### src/rtl/tso_sb_pkg.sv
package tso_sb_pkg;

  typedef enum logic [1:0] {
    FN_FULL  = 2'b00,
    FN_STORE = 2'b01,
    FN_LOAD  = 2'b10,
    FN_NONE  = 2'b11
  } fence_kind_e;

  // Physical slot holding the entry that is `age` positions younger than the head.
  function automatic int unsigned slot_of(input int unsigned head,
                                          input int unsigned age,
                                          input int unsigned depth);
    return (head + age) % depth;
  endfunction

  // Pointer advance with wrap at an arbitrary depth.
  function automatic int unsigned ptr_next(input int unsigned ptr,
                                           input int unsigned depth);
    return (ptr == depth - 1) ? 0 : ptr + 1;
  endfunction

endpackage

### src/rtl/tso_sb_fifo.sv
module tso_sb_fifo #(
  parameter int DEPTH = 8,
  parameter int AW    = 8,
  parameter int DW    = 32,
  localparam int PW   = (DEPTH > 1) ? $clog2(DEPTH) : 1,
  localparam int CW   = $clog2(DEPTH + 1)
) (
  input  logic                          clk,
  input  logic                          rst_n,
  input  logic                          push,
  input  logic [AW-1:0]                 push_addr,
  input  logic [DW-1:0]                 push_data,
  input  logic                          pop,
  output logic [CW-1:0]                 count,
  output logic [AW-1:0]                 head_addr,
  output logic [DW-1:0]                 head_data,
  output logic [DEPTH-1:0]              age_vld,
  output logic [DEPTH-1:0][AW-1:0]      age_addr,
  output logic [DEPTH-1:0][DW-1:0]      age_data
);
  import tso_sb_pkg::*;

  logic [AW-1:0] addr_q [DEPTH];
  logic [DW-1:0] data_q [DEPTH];
  logic [PW-1:0] head_q, tail_q;
  logic [CW-1:0] count_q;

  always_ff @(posedge clk) begin
    if (!rst_n) begin
      head_q  <= '0;
      tail_q  <= '0;
      count_q <= '0;
    end else begin
      if (push) begin
        addr_q[tail_q] <= push_addr;
        data_q[tail_q] <= push_data;
        tail_q         <= PW'(ptr_next(32'(tail_q), DEPTH));
      end
      if (pop) head_q <= PW'(ptr_next(32'(head_q), DEPTH));
      count_q <= count_q + CW'(push) - CW'(pop);
    end
  end

  assign count     = count_q;
  assign head_addr = addr_q[head_q];
  assign head_data = data_q[head_q];

  // Entries presented oldest first, so the forwarding search can favour the youngest.
  for (genvar g = 0; g < DEPTH; g++) begin : g_age
    logic [PW-1:0] slot;
    assign slot        = PW'(slot_of(32'(head_q), g, DEPTH));
    assign age_vld[g]  = (CW'(g) < count_q);
    assign age_addr[g] = addr_q[slot];
    assign age_data[g] = data_q[slot];
  end

endmodule

### src/rtl/tso_sb_fwd.sv
module tso_sb_fwd #(
  parameter int DEPTH = 8,
  parameter int AW    = 8,
  parameter int DW    = 32
) (
  input  logic [DEPTH-1:0]         age_vld,
  input  logic [DEPTH-1:0][AW-1:0] age_addr,
  input  logic [DEPTH-1:0][DW-1:0] age_data,
  input  logic [AW-1:0]            look_addr,
  output logic                     hit,
  output logic [DW-1:0]            hit_data
);
  // Scan oldest to youngest; a later match overrides, leaving the youngest.
  always_comb begin
    hit      = 1'b0;
    hit_data = '0;
    for (int i = 0; i < DEPTH; i++) begin
      if (age_vld[i] && age_addr[i] == look_addr) begin
        hit      = 1'b1;
        hit_data = age_data[i];
      end
    end
  end

endmodule

### src/rtl/tso_sbuf.sv
module tso_sbuf #(
  parameter int DEPTH = 8,
  parameter int AW    = 8,
  parameter int DW    = 32
) (
  input  logic          clk,
  input  logic          rst_n,
  input  logic          st_valid,
  output logic          st_ready,
  input  logic [AW-1:0] st_addr,
  input  logic [DW-1:0] st_data,
  input  logic          ld_valid,
  output logic          ld_ready,
  input  logic [AW-1:0] ld_addr,
  output logic          rsp_valid,
  output logic [DW-1:0] rsp_data,
  input  logic          fn_valid,
  input  logic [1:0]    fn_kind,
  input  logic          at_valid,
  output logic          at_ready,
  input  logic [AW-1:0] at_addr,
  input  logic [DW-1:0] at_data,
  output logic [AW-1:0] mem_rd_addr,
  input  logic [DW-1:0] mem_rd_data,
  output logic          mem_wr_valid,
  input  logic          mem_wr_ready,
  output logic [AW-1:0] mem_wr_addr,
  output logic [DW-1:0] mem_wr_data
);
  import tso_sb_pkg::*;

  localparam int CW = $clog2(DEPTH + 1);

  // Named internal events, observed by the bound checker.
  logic          st_fire, ld_fire, at_fire, drain_fire, ld_cache_rd;
  logic          q_empty, q_full, fwd_hit;
  logic [CW-1:0] q_count;
  logic [AW-1:0] head_addr;
  logic [DW-1:0] head_data, fwd_data;
  logic [DEPTH-1:0]         age_vld;
  logic [DEPTH-1:0][AW-1:0] age_addr;
  logic [DEPTH-1:0][DW-1:0] age_data;

  logic full_pend_q, st_pend_q, ld_pend_q;
  logic fn_full_now, fn_st_now, fn_ld_now;
  logic full_hold, st_hold, drain_req;

  tso_sb_fifo #(.DEPTH(DEPTH), .AW(AW), .DW(DW)) u_fifo (
    .clk, .rst_n,
    .push(st_fire), .push_addr(st_addr), .push_data(st_data),
    .pop(drain_fire),
    .count(q_count), .head_addr, .head_data,
    .age_vld, .age_addr, .age_data
  );

  tso_sb_fwd #(.DEPTH(DEPTH), .AW(AW), .DW(DW)) u_fwd (
    .age_vld, .age_addr, .age_data,
    .look_addr(ld_addr), .hit(fwd_hit), .hit_data(fwd_data)
  );

  assign q_empty = (q_count == '0);
  assign q_full  = (q_count == CW'(DEPTH));

  assign fn_full_now = fn_valid && fn_kind == FN_FULL;
  assign fn_st_now   = fn_valid && fn_kind == FN_STORE;
  assign fn_ld_now   = fn_valid && fn_kind == FN_LOAD;

  // A fence blocks from the cycle it is presented until the queue is empty.
  assign full_hold = (full_pend_q || fn_full_now) && !q_empty;
  assign st_hold   = (st_pend_q   || fn_st_now)   && !q_empty;

  assign ld_ready = !full_hold && !ld_pend_q && !at_valid;
  assign st_ready = !q_full && !full_hold && !st_hold && !at_valid;
  assign at_ready = q_empty && mem_wr_ready;

  assign st_fire = st_valid && st_ready;
  assign ld_fire = ld_valid && ld_ready;
  assign at_fire = at_valid && at_ready;

  // Single cache port: a load that misses the queue takes it for reading.
  assign ld_cache_rd = ld_fire && !fwd_hit;
  assign drain_req   = !q_empty && !ld_cache_rd;
  assign drain_fire  = drain_req && mem_wr_ready;

  assign mem_rd_addr  = at_valid ? at_addr : ld_addr;
  assign mem_wr_valid = drain_req || (at_valid && q_empty);
  assign mem_wr_addr  = q_empty ? at_addr : head_addr;
  assign mem_wr_data  = q_empty ? at_data : head_data;

  always_ff @(posedge clk) begin
    if (!rst_n) begin
      full_pend_q <= 1'b0;
      st_pend_q   <= 1'b0;
      ld_pend_q   <= 1'b0;
      rsp_valid   <= 1'b0;
      rsp_data    <= '0;
    end else begin
      full_pend_q <= full_hold;
      st_pend_q   <= st_hold;
      ld_pend_q   <= fn_ld_now && ld_fire;
      rsp_valid   <= ld_fire || at_fire;
      if (ld_fire)      rsp_data <= fwd_hit ? fwd_data : mem_rd_data;
      else if (at_fire) rsp_data <= mem_rd_data;
    end
  end

endmodule

### config.mk
export PLATFORM = sky130hd
export DESIGN_NAME = tso_sbuf
export DESIGN_NICKNAME = d
export VERILOG_FILES = /design/src/rtl/tso_sb_pkg.sv /design/src/rtl/tso_sb_fifo.sv /design/src/rtl/tso_sb_fwd.sv /design/src/rtl/tso_sbuf.sv
export SDC_FILE = /design/constraint.sdc
export NUM_CORES = 1
export LEC_CHECK = 0
export ABC_AREA = 0
export BUFFER_PORTS_ARGS = -buffer_cell sky130_fd_sc_hd__clkbuf_2
export CAP_MARGIN = 20
export CORE_MARGIN = 5
export CORE_UTILIZATION = 50
export DETAILED_ROUTE_END_ITERATION = 6
export PLACE_DENSITY = 0.68
export REMOVE_ABC_BUFFERS = 1
export SLEW_MARGIN = 20
export SYNTH_ARGS = -nofsm -noshare
export SYNTH_HDL_FRONTEND = slang
export SYNTH_SLANG_ARGS = --single-unit
### constraint.sdc
create_clock -name clk -period 6.4 [get_ports clk]
set_input_delay 0.32 -clock clk [delete_from_list [all_inputs] [get_ports clk]]
set_output_delay 0.32 -clock clk [all_outputs]
set_load 0.02 [all_outputs]
==> impl_results.md, run 1 <==
* Status: finished, violations left
* Violated checks: DRC
* Max stage delay on crit path at 0.71 ns
* Fmax at 0.188 GHz
* Gr usage total at 29.9%
* Initial antenna violation count at 6
* Worst-path clk slew at 0.06 ns
* GRT overflow at 0
* Iteration-0 DRC count of the detailed router at 3142
* ANT nets after route at 0
* Post-Route WL at 99100 um
* Final Cycle Share at 83.1%
* Worst Skew at 0.0259 ns
* DRC at 1
* Share of flip-flops with an asynchronous set or reset at 0%
* CTS tree: yes
* Minimum clock period at 5.32 ns
* Layout cells sized above 1 at 35.1%
* Sequential area share after synthesis at 35.7%
* Clock root buffer: clkbuf_16
* Avg Synthesized Cell Area at 12.8 um^2
* Pwr Total at 10.9 mW
* Mapped Area at 29700 um^2
* Pin count of the biggest net entering global routing at 138
* Clock Latency Late Sink at 0.60 ns
* Max Fanout on Critical Path at 46
* Via count at 23800
* Worst hold path class: input port to flip-flop
* Number of global-route vias before repair at 23600
* H-tree level count at 2
* Final Max Slew Viols at 0
* CP Launch Type: flip-flop
* RSZ-0062 raised after global routing: no
* Global-route wire length before repair at 146000 um
* Post-CTS setup buffers at 0
* Leading area contributor after synthesis: edfxtp_1
* Worst-Margin Slew at 1.16 ns
* Synth warn at 0
* # resized after CTS at 0
* CP Capture Type: flip-flop
* Worst vdd ir at 227 uV
* Crit Path Category: flip-flop to flip-flop
* Cts hold-fix bufs at 29
* Synth cell types at 87
* Critical Path, Cell by Cell: inv_1, ha_4, buf_4, mux4_2, xnor2_1, nand3_1, a2111o_1, nor3_2, or4_4, nor3_1, a21oi_2, ha_1, inv_1, ha_1, fa_1, xor2_1, and2_1
* Post-synth EDFFs at 320
* Slowest cell on the critical path: ha_4
* CTS Buffer Depth at 3
* WP data arrival at 5.80 ns
* Core outline area at 58900 um^2
* Num Clock Sinks at 369
* Count of final setup violators at 0
* Die Y at 254 um
* Placed cells at 3147
* Top-area cell type share of the netlist area at 32.3%
* Die ar. at 64400 um^2
* GP Congestion at 0.967
* Synth Instances at 2324
* Hpwl dp at 62600 um
* First-pass DRT Iterations at 7
* Worst slew margin at 22.4%
* Chip Width at 254 um
* Cell Count, Final, Fillers Out at 3257
* Wire per inst at 30.4 um
* Vias per inst at 7.32
* Leak pwr at 10.7 nW
* Top post-synthesis cells by area: edfxtp_1 32%, mux4_2 29%, mux2i_1 8.9%
* P&R area growth vs syn at 11.1%
* Sum Neg Setup Slack at 0 ns
* Nets at 2589
* Max_cap viols at 0
* Final Util at 56.0%
* Predominant post-synthesis flop cell: edfxtp_1
* Worst EP required at 6.88 ns
* Final setup margin at 1.08 ns
* Most frequent cell after synthesis: mux4_2
* Num CTS Buffers at 41
* Initial core utilization at 50.4%
* Row count at 89
* # port buffers at 213
* IO Pins at 214
* Post-synth top cells: 378 x mux4_2, 320 x edfxtp_1, 263 x mux2i_1, 178 x nand2_1, 142 x nor2_1
* Dpl ws at 1.13 ns
* Synthesized flop and latch total at 369
* Cell Pwr Density at 330 nW/um^2
* Final hold viol count at 0
[critical path, delay by kind of cell (launching register included)]
family / cells / cell delay (ns)
xor gates and xnor gates: 2 / 0.30
and+or+nand+nor: 5 / 1.19
muxes: 1 / 0.40
adders and majority gates: 4 / 1.68
buffers and inverters: 3 / 0.73
DFF: 1 / 0.47
AOI/OAI and AO/OA: 2 / 0.39
[where the power goes]
part	switching, mW	total, mW	leakage, nW	internal [mW]
Sequential	0.151	2.85	3.29	2.70
Combinational	3.12	5.56	6.69	2.45
Clock	1.04	2.46	0.675	1.42
Total	4.31	10.9	10.7	6.57
[layout make-up]
class,instances,area (um^2)
repair buffers,306,1880
clock inverters,31,340
clock buffers,45,1060
fillers,4730,25900
multi-input cells,1705,18000
well taps,773,967
inverters,24,90.1
diodes,4,10.0
flip-flops and latches,369,10600
[flip-flops by register name, summed over array words and instances, names as in the netlist, named ones only]
signal and cells:
full_pend_q 1, ld_pend_q 1, rsp_data 32, rsp_valid 1, st_pend_q 1, u_fifo.addr_q 64
u_fifo.count 4, u_fifo.data_q 256, u_fifo.head_q 3, u_fifo.tail_q 3
[layer usage]
metal / vias to the layer above / part of all wire (%) / GRT usage, %
li1: 9783 / - / -
met1: 12000 / 36 / 39.8
met2: 1737 / 47 / 47.2
met3: 360 / 12 / 6.63
met4: 2 / 5.1 / 14.5
met5: - / 0.013 / 0
[metrics by stage]
| stage | area (um^2) | hold WS [ns] |
|---|---|---|
| 5_1_grt | 33000 | 0.0208 |
| 4_1_cts | 33000 | 0.00210 |
| 3_5_place_dp | 31300 | 0.455 |
| 6_report | 33000 | 0.0147 |
| 2_1_floorplan | 28600 | 0.419 |
| 3_3_place_gp | 31300 | 0.446 |
[cells in the final DEF, fill, tap and decap left out, types with 7 or more instances in the layout]
cell             n
nor3_1          18
inv_1           21
o22ai_1         20
clkinv_2        11
xnor2_1         31
a221oi_2         9
and3_1          28
nand2b_1         8
o21a_1          13
nor4_1           7
buf_4           60
nand2_1        177
a211oi_1        13
or3b_2          11
o211ai_1        21
mux2i_1        263
edfxtp_1       320
clkbuf_16       42
ha_1            10
a21oi_1        133
dlygate4sd3_1   29
mux2_2          70
a22oi_1         22
xor2_1          17
o21ai_0         46
a22o_1          13
a221oi_1        33
dfxtp_1         43
mux4_2         378
nor2b_1         11
nand3_1         27
o221ai_1         8
clkbuf_2       213
nor2_1         141
a31oi_1         20
o21ai_1         19
and2_1          10
[cells by family (layout without fill, tap and decap cells)]
| group | after synthesis | count (layout) | share of synthesized area [%] |
|---|---|---|---|
| other cells | 0 | 4 | 0 |
| fa+ha+maj | 13 | 13 | 0.573 |
| flops | 369 | 369 | 35.7 |
| buf+inv | 250 | 406 | 4.01 |
| simple gates | 485 | 485 | 7.72 |
| compound gates | 446 | 446 | 10.4 |
| mux | 711 | 711 | 40.2 |
| xor+xnor | 50 | 50 | 1.50 |
[path summary, 6_finish.rpt]
check | start | end | slack, ns | cells after the start
max | u_fifo.head_q[1]$_SDFFE_PN0P_ | u_fifo.count[2]$_SDFF_PN0_ | 1.08 | 17
min | st_data[9] | u_fifo.data_q[7][9]$_DFFE_PP_ | 0.01 | 1
max reg2reg | u_fifo.head_q[1]$_SDFFE_PN0P_ | u_fifo.count[2]$_SDFF_PN0_ | 1.08 | 17
min reg2reg | st_pend_q$_SDFF_PN0_ | st_pend_q$_SDFF_PN0_ | 0.48 | 2
No activity file was read; power rests on OpenSTA's default activity.
==> inputs of run 2 (changes only) <==
Clock period 6.4 ns to 5.6 ns, I/O delays scaled along.
==> run 2 against run 1 <==
The flow now finishes without violations. Sequential share of layout area fell by 0.44 points. First-iteration DRC count rose by 21%. Sequential power rose by 13%. Critical path depth did not move. Sequential cell count did not move. Cell count rose by 1.1%. Hold slack improved by 0.0081 ns. Global-route usage rose by 0.76 points. Largest power group unchanged.
==> impl_results.md, run 2 (synthesis results as in run 1) <==
* CTS tree: yes
* Max stage delay on crit path at 0.53 ns
* Minimum clock period at 5.06 ns
* Hold Startpoint: mem_rd_data[24]
* ANT nets after route at 0
* Worst-Margin Slew at 1.16 ns
* Vias per inst at 7.32
* Row count at 89
* Worst Hold Endpoint: rsp_data[24]$_SDFFE_PN0P_
* WP data arrival at 5.55 ns
* Max FFs per register at 256
* CP Buf/Inv Count at 3
* Die ar. at 64400 um^2
* Final Cycle Share at 90.4%
* Status: finished, final reports clean
* Layout cells sized above 1 at 35.1%
* Cell mode on critical path: ha_1
* # resized after CTS at 0
* Fill count at 4635
* GP Congestion at 0.947
* Sequential cell area at 10600 um^2
* Dpl ws at 0.651 ns
* Pwr Total at 12.6 mW
* Final setup margin at 0.536 ns
* Biggest regs: u_fifo.data_q x256, u_fifo.addr_q x64, rsp_data x32
* Worst slew margin at 22.6%
* Delay-heaviest family, CP: adder cells
* Gr usage total at 30.7%
* CP Capture Type: flip-flop
* P&R area growth vs syn at 12.7%
* Global-route wire length before repair at 149000 um
* CTS Buffer Depth at 3
* Wire per inst at 30.8 um
* Die Y at 254 um
* Worst-path clk slew at 0.06 ns
* Commonest non-fill, non-tap cell in the layout: mux4_2
* Reg-to-reg startpoint: u_fifo.head_q[0]$_SDFFE_PN0P_
* Final Max Slew Viols at 0
* R2r worst-path depth at 17
* Chip Width at 254 um
* IO Pins at 214
* Critical Path, Cell by Cell: inv_2, ha_4, buf_4, mux2_2, mux4_2, xnor2_1, nand2_1, nor3_2, or4_4, nor3_1, a21oi_2, ha_1, inv_1, ha_1, fa_1, xor2_1, and2_1
* DRC at 0
* Most flop-heavy register: u_fifo.data_q
* Core outline area at 58900 um^2
* Hpwl dp at 64000 um
* Iteration-0 DRC count of the detailed router at 3788
* Pin count of the biggest net entering global routing at 154
* Post-Route WL at 102000 um
* First-pass DRT Iterations at 6
* Clock Latency Late Sink at 0.59 ns
* Count of final setup violators at 0
* FF-to-FF setup slack at 0.54 ns
* Leak pwr at 10.9 nW
* Crit Path Category: flip-flop to flip-flop
* Diode count at 0
* Worst vdd ir at 477 uV
* Clock root buffer: clkbuf_16
* # port buffers at 213
* Cell Pwr Density at 376 nW/um^2
* Fmax at 0.197 GHz
* Num CTS Buffers at 43
* Hold Path Cell Cnt at 3
* RSZ-0062 raised after global routing: no
* Slowest cell on the critical path: ha_4
* Worst hold path class: input port to flip-flop
* Worst Skew at 0.0153 ns
* Initial antenna violation count at 3
* Nets at 2629
* Num Clock Sinks at 369
* Commonest non-fill, non-tap cells in the layout: 378 x mux4_2, 320 x edfxtp_1, 263 x mux2i_1
* Worst EP required at 6.09 ns
* RR Endpoint: u_fifo.count[2]$_SDFF_PN0_
* Final hold viol count at 0
* GRT overflow at 0
* Area of the multi-input gates at 18000 um^2
* Via count at 24100
* Max_cap viols at 0
* Max Fanout on Critical Path at 27
* Initial core utilization at 50.4%
* CP Launch Type: flip-flop
* H-tree level count at 2
* Number of global-route vias before repair at 23600
-- run 2: repair_timing --
action                    CTS  global route
hold buffers               50             0
hold endpoints to repair  313             0
setup buffers               0             0
-- run 2: area by class of cell --
cell class / count / area share (%)
Sequential cell: 369 / 31.7
Clock inverter: 25 / 0.867
Tap cell: 773 / 2.89
Multi-Input combinational cell: 1705 / 53.9
Inverter: 24 / 0.269
Timing Repair Buffer: 344 / 6.89
Clock buffer: 54 / 3.46
-- run 2: worst max path at each step --
stage	start	to	slack, ns	cells after the start
2_1_floorplan	u_fifo.head_q[0]$_SDFFE_PN0P_	u_fifo.count[2]$_SDFF_PN0_	-17.04	16
3_3_place_gp	u_fifo.head_q[2]$_SDFFE_PN0P_	u_fifo.count[2]$_SDFF_PN0_	0.74	16
3_5_place_dp	u_fifo.head_q[0]$_SDFFE_PN0P_	u_fifo.count[2]$_SDFF_PN0_	0.65	17
4_1_cts	u_fifo.head_q[0]$_SDFFE_PN0P_	u_fifo.count[2]$_SDFF_PN0_	0.63	17
5_1_grt	u_fifo.head_q[0]$_SDFFE_PN0P_	u_fifo.count[2]$_SDFF_PN0_	0.39	17
6_report	u_fifo.head_q[0]$_SDFFE_PN0P_	u_fifo.count[2]$_SDFF_PN0_	0.54	17
-- run 2: power by group --
part / internal, mW / switching, mW / leakage [nW]
logic: 2.83 / 3.60 / 6.90
registers: 3.09 / 0.131 / 3.29
clock network: 1.71 / 1.22 / 0.701
-- run 2: worst reg2reg max path: cells and delay by family, from the launching register on --
| kind | cells | cell delay, ns |
|---|---|---|
| compound gates | 1 | 0.18 |
| buf+inv | 3 | 0.43 |
| simple gates | 5 | 1.25 |
| xor+xnor | 2 | 0.34 |
| fa+ha+maj | 4 | 1.46 |
| mux | 2 | 0.86 |
| flops | 1 | 0.44 |
-- run 2: stage by stage --
stage | hold slack [ns] | instances | instance area, um^2 | util (%) | setup TNS (ns)
after CTS | 0.00321 | 3293 | 33400 | 56.8 | 0
final | 0.0228 | 3294 | 33500 | 56.8 | 0
after global placement | 0.447 | 3164 | 31500 | 53.5 | 0
after detailed placement | 0.466 | 3164 | 31500 | 53.5 | 0
after global routing | 0.0377 | 3294 | 33500 | 56.8 | 0
after floorplan | 0.379 | 2098 | 28600 | - | -834.96
-- run 2: per-layer routing --
layer | wire length, um | GRT usage, % | vias up
met5 | 7 | 0 | -
met4 | 5870 | 15.4 | 2
met3 | 13000 | 6.59 | 392
met2 | 46700 | 48.2 | 1895
met1 | 36000 | 40.9 | 12000
li1 | - | - | 9856
